`config.mk`:
```
export PLATFORM = sky130hd
export DESIGN_NAME = gray_updn_ctr
export DESIGN_NICKNAME = d
export VERILOG_FILES = /design/src/rtl/gray_ctr_pkg.sv /design/src/rtl/gray_step.sv /design/src/rtl/gray_term.sv /design/src/rtl/gray_updn_ctr.sv
export SDC_FILE = /design/constraint.sdc
export NUM_CORES = 1
export LEC_CHECK = 0
export BUFFER_PORTS_ARGS = -buffer_cell sky130_fd_sc_hd__buf_4
export CORE_AREA = 2 2 39 41
export DETAILED_ROUTE_END_ITERATION = 7
export DIE_AREA = 0 0 41 43
export GPL_TIMING_DRIVEN = 0
export SLEW_MARGIN = 40
export SYNTH_ARGS = -nofsm -noshare
export SYNTH_HDL_FRONTEND = slang
export SYNTH_HIERARCHICAL = 1
export SYNTH_SLANG_ARGS = --single-unit
```
`constraint.sdc`:
```
create_clock -name clk_i -period 2.35 [get_ports clk_i]
set_input_delay 0.3525 -clock clk_i [delete_from_list [all_inputs] [get_ports clk_i]]
set_output_delay 0.3525 -clock clk_i [all_outputs]
set_load 0.02 [all_outputs]
```
`src/rtl/gray_ctr_pkg.sv`:
```
package gray_ctr_pkg;
  parameter int unsigned STATE_W = 3;
  localparam int unsigned NUM_STATES = 1 << STATE_W;
  typedef logic [STATE_W-1:0] gray_t;
  localparam gray_t ZERO_CODE = '0;
  // last code of the forward cycle: only the MSB set
  localparam gray_t LAST_UP_CODE = gray_t'(1) << (STATE_W - 1);
endpackage

```
`src/rtl/gray_step.sv`:
```
module gray_step
  import gray_ctr_pkg::*;
(
  input  gray_t cur_i,
  input  logic  up_i,
  output gray_t nxt_o
);
  gray_t bin_cur;
  gray_t bin_nxt;

  always_comb begin
    for (int i = 0; i < int'(STATE_W); i++) begin
      bin_cur[i] = ^(cur_i >> i);
    end
  end

  assign bin_nxt = up_i ? gray_t'(bin_cur + gray_t'(1)) : gray_t'(bin_cur - gray_t'(1));
  assign nxt_o   = bin_nxt ^ (bin_nxt >> 1);
endmodule

```
`src/rtl/gray_term.sv`:
```
module gray_term
  import gray_ctr_pkg::*;
(
  input  gray_t cur_i,
  input  logic  up_i,
  output logic  tc_o
);
  assign tc_o = up_i ? (cur_i == LAST_UP_CODE) : (cur_i == ZERO_CODE);
endmodule

```
`src/rtl/gray_updn_ctr.sv`:
```
module gray_updn_ctr
  import gray_ctr_pkg::*;
(
  input  logic               clk_i,
  input  logic               rst_ni,
  input  logic               clr_i,
  input  logic               en_i,
  input  logic               up_i,
  output logic [STATE_W-1:0] state_o,
  output logic               tc_o
);
  gray_t state_q;
  gray_t state_nxt;

  gray_step u_step (
    .cur_i (state_q),
    .up_i  (up_i),
    .nxt_o (state_nxt)
  );

  gray_term u_term (
    .cur_i (state_q),
    .up_i  (up_i),
    .tc_o  (tc_o)
  );

  always_ff @(posedge clk_i or negedge rst_ni) begin
    if (!rst_ni)     state_q <= ZERO_CODE;
    else if (clr_i)  state_q <= ZERO_CODE;
    else if (en_i)   state_q <= state_nxt;
  end

  assign state_o = state_q;

  // forward successor table, written independently of u_step
  function automatic gray_t fwd_of(input gray_t g);
    case (g)
      3'b000:  return 3'b001;
      3'b001:  return 3'b011;
      3'b011:  return 3'b010;
      3'b010:  return 3'b110;
      3'b110:  return 3'b111;
      3'b111:  return 3'b101;
      3'b101:  return 3'b100;
      default: return 3'b000;
    endcase
  endfunction

  assert_fwd_step_R1: assert property (@(posedge clk_i) disable iff (!rst_ni)
    (en_i && !clr_i && up_i) |=> (state_q == fwd_of($past(state_q))));

  assert_rev_step_R2: assert property (@(posedge clk_i) disable iff (!rst_ni)
    (en_i && !clr_i && !up_i) |=> (fwd_of(state_q) == $past(state_q)));

  assert_one_bit_R3: assert property (@(posedge clk_i) disable iff (!rst_ni)
    (en_i && !clr_i) |=> ($countones(state_q ^ $past(state_q)) == 1));

  assert_clear_R5: assert property (@(posedge clk_i) disable iff (!rst_ni)
    clr_i |=> (state_q == ZERO_CODE));

  assert_hold_R6: assert property (@(posedge clk_i) disable iff (!rst_ni)
    (!en_i && !clr_i) |=> $stable(state_q));

  assert_tc_wrap_R7: assert property (@(posedge clk_i) disable iff (!rst_ni)
    (tc_o && en_i && !clr_i) |=> (state_q == (up_i ? ZERO_CODE : LAST_UP_CODE) || 1'b1) &&
      (($past(up_i) && state_q == ZERO_CODE) || (!$past(up_i) && state_q == LAST_UP_CODE)));
endmodule

```
==> impl_metrics.yaml, run 1 <==
outcome:
  outcome: "finished clean"
clock_network:
  cts_tree: "done"
  clk_pin_slew_worst_paths_ns: 0.04
  numCtsBuffers: 3
  cts_root_buffer: "clkbuf_4"
  clock-sinks: 3
  cts_max_level: 1
  clock_latency_ns: 0.23
  cts_setup_buffers: 0
  cts_buffer_depth: 2
job:
  timing.max_cap.violations: 0
cells_and_area:
  n_fill_cell: 159
  largest_register_ffs: 3
  syn_to_final_growth_pct: 51.1
  fin_nets: 42
  n_antenna_cell: 0
  final_core_util_pct: 24.9
  drive_gt1_share_pct: 35.3
global_routing:
  grt.total_usage_pct: 6.45
  antenna_found_initial: 0
  grt.overflow.total: 0
  grt_pass1_vias: 176
  grt_max_degree: 6
  grt_pass1_wl_um: 676
power_and_ir_drop:
  power_leakage_nw: 0.187
  vdd_drop_max_uv: 404
  power_density_nw_per_um2: 1470
setup_path:
  cp.required_ns: 2.47
  reg2reg_slack_ns: 0.34
  arrival_ns: 2.13
  crit_fanout: 5
  r2r-end: "state_o[1]"
  startpoint: "state_o[2]"
  critPathKind: "reg2reg"
  reg2reg_from: "state_o[2]"
  cp-start-kind: "flip-flop"
  cp-end-kind: "flip-flop"
  worst-r2r-cell-count: 7
  crit_path_end: "state_o[1]"
yosys:
  synth_nets: 28
  ys.flop_type: "dfrtp_1"
  synth_commonest_cells: "xor2_1, dfrtp_1, mux2i_1, nor2_1"
  ys_types: 9
  synth_top_area_cell: "dfrtp_1"
  synth_area_leaders: "dfrtp_1, xor2_1, mux2i_1, fa_1, xnor2_1"
  yosysTopAreaCellShare_pct: 33.0
  syn_area_sq_um: 228
  ys_seq_area_share_pct: 33.0
  yosysWarningCount: 6
  yosysMostFrequentCell: "xor2_1"
  synthCells: 21
  synth_edf_count: 0
  syn_avg_cell_area_sq_um: 10.8
  ys_async_sr_fraction_pct: 100
  synth_seq_cells: 3
routing:
  antenna_left: 0
  wl_um: 406
  wire_per_inst_um: 8.12
  drt-pass1-iter-count: 1
  drc_errors: 0
  route.vias.total: 180
  wl_met3_um: 22
  drt-met1-wl_um: 140
  vias_per_cell: 3.60
  drt_iter0_drc: 0
  met2_length_um: 229
  dr.max_layer_used: "met4"
floorplanning:
  ioPinCount: 9
  dieWidth_um: 41
  rows: 14
  die_area_sq_um: 1760
  dieHeight_um: 43
  core_area_sq_um: 1380
  start_util_pct: 16.5
hold_path:
  worstHoldPathType: "in2reg"
place:
  place_congestion: 0.669
  port_buffers: 8
  pre_cts_ws_ns: 0.326
sta:
  finalClockSkew_ns: 0.00207
  final.setup.tns_ns: 0
  fin_crit_ns: 2.01
  slew_viol_final: 0
  final.setup.worst_slack_ns: 0.342
  hold_violations: 0
  timing.fmax_mhz: 498
  slew_headroom_pct: 78.3
  setup_violations: 0
  rsz0062_at_grt: "no"
  worst_slew_pin_slew_ns: 0.324
  finalCritPeriodShare_pct: 85.4
==> routing by layer <==
metal,vias to the layer above,track usage [%]
met2,6,8.44
met3,2,3.14
li1,90,-
met4,0,8.00
met1,82,6.19
met5,-,0
==> worst max-delay path: stages (launching register included) <==
cell and delay, ns:
dfrtp_1 0.43, xor2_1 0.33, xor2_1 0.21, fa_1 0.44
xor2_1 0.16, xnor2_1 0.13, mux2i_1 0.14, nor2_1 0.05
==> repair_timing <==
item	in CTS	in global routing
hold buffers	1	0
gates resized for setup	0	0
endpoints found under the setup margin	0	0
hold endpoints to repair	3	0
==> placed cells by master (no fill, tap or decap), drive strengths merged <==
cell         netlist  layout
nor2               3       3
xor2               5       5
dfrtp              3       3
buf                0       8
mux2i              3       3
nor3               1       1
ha                 1       1
fa                 1       1
inv                2       2
clkbuf             0       4
dlygate4sd3        0       1
xnor2              2       2
==> cell families after synthesis <==
kind of cell,synth area share (%)
mux,13.2
simple gates,9.34
flops,33.0
fa+ha+maj,14.3
buf+inv,3.30
xor+xnor,26.9
==> through the flow <==
step / instance area, sq um / cells / total power [mW] / hold slack (ns)
after floorplan: 228 / 21 / 0.343 / 0.0569
after global placement: 308 / 45 / 0.422 / 0.143
after detailed placement: 308 / 45 / 0.420 / 0.144
after CTS: 344 / 50 / 0.521 / 0.275
after global routing: 344 / 50 / 0.563 / 0.278
final: 344 / 50 / 0.507 / 0.284
==> report_power, final <==
part	total [mW]	switching [mW]	internal (mW)
sequential	0.0927	0.0238	0.0690
combinational	0.323	0.160	0.163
clock	0.0914	0.0277	0.0637
==> layout make-up <==
type | count | area [sq um] | share of cell area (%)
Sequential cell | 3 | 75.1 | 21.8
Tap cell | 16 | 20.0 | 5.82
Clock buffer | 4 | 26.3 | 7.64
Inverter | 2 | 7.51 | 2.18
Timing Repair Buffer | 9 | 70.1 | 20.4
Multi-Input combinational cell | 16 | 145 | 42.2
==> how the worst min path moves through the flow <==
| stage | from | end | cells after the start |
|---|---|---|---|
| 2_1_floorplan | rst_ni | state_o[0] | 0 |
| 3_3_place_gp | rst_ni | state_o[0] | 1 |
| 3_5_place_dp | rst_ni | state_o[0] | 1 |
| 4_1_cts | clr_i | state_o[0] | 2 |
| 5_1_grt | clr_i | state_o[0] | 2 |
| 6_report | clr_i | state_o[0] | 2 |
Note: power is estimated with default switching activity, not from simulation.
==> run 2, diff against run 1 <==
--- a/config.mk
+++ b/config.mk
@@ -13,5 +13,4 @@
 export SLEW_MARGIN = 40
 export SYNTH_ARGS = -nofsm -noshare
 export SYNTH_HDL_FRONTEND = slang
-export SYNTH_HIERARCHICAL = 1
 export SYNTH_SLANG_ARGS = --single-unit
==> impl_metrics.yaml, run 2 <==
outcome:
  outcome: "finished clean"
cells_and_area:
  layout_common_cells: "buf_4, inv_1, xnor2_1, clkbuf_4, dfrtp_1"
  layout_commonest_cell: "buf_4"
  final_core_util_pct: 26.7
  largest_register_ffs: 3
  fin_nets: 47
  syn_to_final_growth_pct: 46.0
  n_antenna_cell: 0
  drive_gt1_share_pct: 36.8
floorplanning:
  die_area_sq_um: 1760
  core_area_sq_um: 1380
  dieWidth_um: 41
  dieHeight_um: 43
  start_util_pct: 18.3
  ioPinCount: 9
  rows: 14
sta:
  hold_violations: 0
  whs_ns: 0.302
  worst_slew_pin_slew_ns: 0.251
  rsz0062_at_grt: "no"
  setup_violations: 0
  slew_viol_final: 0
  fin_crit_ns: 2.01
  timing.fmax_mhz: 498
  final.setup.tns_ns: 0
  finalClockSkew_ns: 0.00438
  slew_headroom_pct: 83.2
  finalCritPeriodShare_pct: 85.5
setup_path:
  critPathKind: "reg2reg"
  crit_fanout: 3
  cp-start-kind: "flip-flop"
  arrival_ns: 2.17
  startpoint: "state_o[1]"
  cp.required_ns: 2.51
  cp-end-kind: "flip-flop"
  reg2reg_from: "state_o[1]"
place:
  place_congestion: 0.711
  port_buffers: 8
  hpwl_um: 382
power_and_ir_drop:
  p_comb_share_pct: 63.9
  p_sw_mw: 0.189
  seqPwrFrac_pct: 16.3
  p_sw_share_pct: 40.8
  power_density_nw_per_um2: 1250
  power_leakage_nw: 0.182
  clockPowerShare_pct: 19.8
  vdd_drop_max_uv: 293
  internal-power_mw: 0.274
yosys:
  synth-simple-area-share_pct: 8.91
  synth_edf_count: 0
  yosysMostFrequentCell: "inv_1"
  syn_avg_cell_area_sq_um: 10.1
  ys_async_sr_fraction_pct: 100
  synth_xor_area_share_pct: 23.8
  yosysTopAreaCellShare_pct: 29.7
  synthCells: 25
  ys_seq_area_share_pct: 29.7
  ys_types: 15
  ys.flop_type: "dfrtp_1"
  synth_commonest_cells: "inv_1, dfrtp_1, xnor2_1"
  muxShareOfSynthArea_pct: 0
  synth_top_family_by_area: "XOR/XNOR gates"
  syn_area_sq_um: 253
  synth_compound_area_share_pct: 11.9
  synth_seq_cells: 3
  synth_area_leaders: "dfrtp_1, xnor2_1, ha_1, fa_1, xor2_1"
  synth_top_area_cell: "dfrtp_1"
  synth_nets: 33
  yosysWarningCount: 0
  synthAdderAreaFrac_pct: 17.8
clock_network:
  clock_latency_ns: 0.24
  cts_root_buffer: "clkbuf_4"
  clock-sinks: 3
  numCtsBuffers: 3
  clk_pin_slew_worst_paths_ns: 0.04
  cts_buffer_depth: 2
  cts_max_level: 1
  cts_tree: "done"
hold_path:
  min-delay-start: "clr_i"
  worstHoldPathType: "in2reg"
routing:
  wire_per_inst_um: 8.28
  drt_iter0_drc: 6
  route.vias.total: 211
  vias_per_cell: 3.91
  drc_errors: 0
  wl_um: 447
  antenna_left: 0
  drt-pass1-iter-count: 4
job:
  timing.max_cap.violations: 0
global_routing:
  grt.total_usage_pct: 7.25
  grt.overflow.total: 0
  grt_pass1_vias: 206
  grt_max_degree: 7
  grt_pass1_wl_um: 793
  antenna_found_initial: 0
==> run 2: cell count changes after synthesis, moves of 2 or more <==
cell	previous run	this run
xor2_1	5	2
mux2i_1	3	0
inv_1	2	4
nor2_1	3	1
or3_1	0	2
==> run 2: power groups by stage <==
stage | logic [mW] | registers [mW] | clock network (mW)
6_report | 0.296 | 0.0753 | 0.0918
5_1_grt | 0.335 | 0.0768 | 0.107
3_5_place_dp | 0.298 | 0.0763 | 0
2_1_floorplan | 0.211 | 0.0918 | 0
3_3_place_gp | 0.295 | 0.0760 | 0
4_1_cts | 0.303 | 0.0756 | 0.0974
==> run 2: repair_timing <==
action | 4_1_cts | 5_1_grt
resized for setup | 0 | 0
hold buffers | 1 | 0
setup buffers | 0 | 0
hold endpoints to repair | 3 | 0
==> run 2: cell type report <==
cell class | count | area (sq um)
Timing Repair Buffer | 9 | 70.1
Inverter | 4 | 15.0
Multi-Input combinational cell | 17 | 158
Sequential cell | 3 | 75.1
Buffer | 1 | 5.00
Tap cell | 16 | 20.0
Fill cell | 157 | 1010
Clock buffer | 4 | 26.3
==> run 2: per-stage QoR <==
step                      area [sq um]  power, mW  instances  worst slack [ns]
final                              369      0.463         54             0.340
after global placement             333      0.371         49             0.348
after detailed placement           333      0.374         49             0.339
after global routing               369      0.518         54             0.280
after floorplan                    253      0.303         25             0.315
after CTS                          369      0.476         54             0.323
==> run 2: final timing paths <==
kind                       slack [ns]  cells after the start         end
setup / recovery                 0.34                      7  state_o[2]
max in group asynchronous        1.81                      2  state_o[2]
min in group asynchronous        0.44                      2  state_o[1]
setup reg to reg                 0.34                      7  state_o[2]
hold / removal                   0.30                      2  state_o[2]
hold reg to reg                  0.58                      2  state_o[0]
==> run 2: worst max-delay path, stage by stage, from the launching register on <==
cell and delay, ns:
dfrtp_1 0.38, inv_1 0.07, ha_1 0.28, xor2_1 0.16, fa_1 0.41, xor2_2 0.18, or3_1 0.31, a21oi_1 0.14
==> run 2: logic make-up (layout without fill, tap and decap cells) <==
kind of cell / after synthesis / count (layout)
and+or+nand+nor: 4 / 4
AOI/OAI and AO/OA: 4 / 4
buffers and inverters: 5 / 18
DFF: 3 / 3
adders and majority gates: 3 / 3
xor gates and xnor gates: 6 / 6
==> run 2: per-layer routing <==
layer / up-vias / global-route usage, % / part of all wire, %
met5: - / 0 / 0
met4: 0 / 6.00 / 3.8
met3: 2 / 4.71 / 6.3
met2: 7 / 9.38 / 49
met1: 97 / 7.79 / 40
li1: 105 / - / -
==> run 3, diff against run 2 <==
--- a/config.mk
+++ b/config.mk
@@ -6,10 +6,13 @@
 export NUM_CORES = 1
 export LEC_CHECK = 0
 export BUFFER_PORTS_ARGS = -buffer_cell sky130_fd_sc_hd__buf_4
+export CELL_PAD_IN_SITES_DETAIL_PLACEMENT = 1
+export CELL_PAD_IN_SITES_GLOBAL_PLACEMENT = 2
 export CORE_AREA = 2 2 39 41
 export DETAILED_ROUTE_END_ITERATION = 7
 export DIE_AREA = 0 0 41 43
 export GPL_TIMING_DRIVEN = 0
+export PLACE_DENSITY_LB_ADDON = 0.1
 export SLEW_MARGIN = 40
 export SYNTH_ARGS = -nofsm -noshare
 export SYNTH_HDL_FRONTEND = slang
==> impl_metrics.yaml, run 3 (synthesized netlist as in run 2, its figures left out) <==
outcome:
  outcome: "finished clean"
place:
  port_buffers: 8
  place_congestion: 0.705
  placed_cell_area_sq_um: 333
  hpwl_um: 436
power_and_ir_drop:
  vdd_drop_max_uv: 386
  clockPowerShare_pct: 19.2
  power.total_mw: 0.465
  p_comb_share_pct: 64.5
  p_sw_share_pct: 41.0
  p_sw_mw: 0.191
  seqPwrFrac_pct: 16.3
  power_leakage_nw: 0.182
  power_density_nw_per_um2: 1260
  internal-power_mw: 0.275
global_routing:
  grt.overflow.total: 0
  use_met2_pct: 12.5
  grt_pass1_wl_um: 1000
  grt_max_degree: 7
  grt.busiest_layer: "met2"
  grt.total_usage_pct: 8.38
  antenna_found_initial: 0
  grt_util_met3_pct: 1.57
  grt_pass1_vias: 250
  grt_use_met1_pct: 11.1
sta:
  finalCritPeriodShare_pct: 87.1
  slew_viol_final: 0
  slew_headroom_pct: 83.4
  final.setup.tns_ns: 0
  timing.fmax_mhz: 488
  hold_violations: 0
  whs_ns: 0.308
  finalClockSkew_ns: 0.00499
  worst_slew_pin_slew_ns: 0.247
  fin_crit_ns: 2.05
  rsz0062_at_grt: "no"
  setup_violations: 0
floorplanning:
  ioPinCount: 9
  die_area_sq_um: 1760
  dieWidth_um: 41
  dieHeight_um: 43
  start_util_pct: 18.3
  core_area_sq_um: 1380
  rows: 14
clock_network:
  clock-sinks: 3
  cts_resized: 0
  cts_buffer_depth: 2
  cts_max_level: 1
  numCtsBuffers: 3
  clk_pin_slew_worst_paths_ns: 0.04
  clock_latency_ns: 0.23
  cts_root_buffer: "clkbuf_4"
  cts_tree: "done"
setup_path:
  cp-start-kind: "flip-flop"
  worst-r2r-cell-count: 7
  crit_fanout: 3
  startpoint: "state_o[1]"
  cp-end-kind: "flip-flop"
  reg2reg_from: "state_o[1]"
  cp.required_ns: 2.50
  critPathKind: "reg2reg"
  arrival_ns: 2.20
cells_and_area:
  fin_area_sq_um: 369
  layout_common_cells: "buf_4, inv_1, xnor2_1, clkbuf_4, dfrtp_1"
  layout_commonest_cell: "buf_4"
  drive_gt1_share_pct: 36.8
  largest_register_ffs: 3
  n_fill_cell: 170
  n_antenna_cell: 0
  syn_to_final_growth_pct: 46.0
  fin_nets: 47
hold_path:
  worstHoldPathType: "in2reg"
  holdPathStages: 2
  min-delay-start: "clr_i"
routing:
  drt-pass1-iter-count: 1
  route.vias.total: 219
  vias_per_cell: 4.06
  drc_errors: 0
  wl_um: 534
  antenna_left: 0
  drt_iter0_drc: 0
  wire_per_inst_um: 9.89
job:
  timing.max_cap.violations: 0
## run 3: cell counts in the layout (fill, tap and decap cells not counted)
No cell type changed its count.
## run 3: cell type report
type / count / area, sq um / area share (%)
Timing Repair Buffer: 9 / 70.1 / 19.0
Multi-Input combinational cell: 17 / 158 / 42.7
Inverter: 4 / 15.0 / 4.07
Clock buffer: 4 / 26.3 / 7.12
Tap cell: 16 / 20.0 / 5.42
Buffer: 1 / 5.00 / 1.36
Sequential cell: 3 / 75.1 / 20.3
## run 3: final timing paths
| path | endpoint | slack, ns |
|---|---|---|
| setup reg to reg | state_o[2] | 0.30 |
| hold reg to reg | state_o[0] | 0.59 |
| setup / recovery | state_o[2] | 0.30 |
| hold / removal | state_o[2] | 0.31 |
| min in group asynchronous | state_o[2] | 0.46 |
| max in group asynchronous | state_o[0] | 1.79 |
## run 3: worst max-delay path, stage by stage (launching register included)
cell and delay (ns):
dfrtp_1 0.38, inv_1 0.08, ha_1 0.28, xor2_1 0.15
fa_1 0.41, xor2_2 0.18, or3_1 0.32, a21oi_1 0.17
## run 3: metal layers
metal,wire [um],vias up,part of all wire [%]
li1,-,104,-
met1,216,109,40
met2,294,6,55
met3,23,0,4.3
met4,0,0,0
met5,0,-,0
## run 3: through the flow
step           utilization [%]  worst slack [ns]  cells
2_1_floorplan                -             0.315     25
3_3_place_gp              24.1             0.315     49
3_5_place_dp              24.1             0.282     49
4_1_cts                   26.7             0.278     54
5_1_grt                   26.7             0.171     54
6_report                  26.7             0.302     54
## run 3: repair_timing
item	CTS	global route
setup buffers	0	0
hold buffers	1	0
hold endpoints to repair	3	0
## run 3: power by group through the flow
stage	Combinational (mW)	Sequential (mW)	Clock [mW]
after floorplan	0.211	0.0918	0
after global placement	0.307	0.0762	0
after detailed placement	0.303	0.0768	0
after CTS	0.309	0.0762	0.0928
after global routing	0.342	0.0786	0.0987
final	0.300	0.0758	0.0893
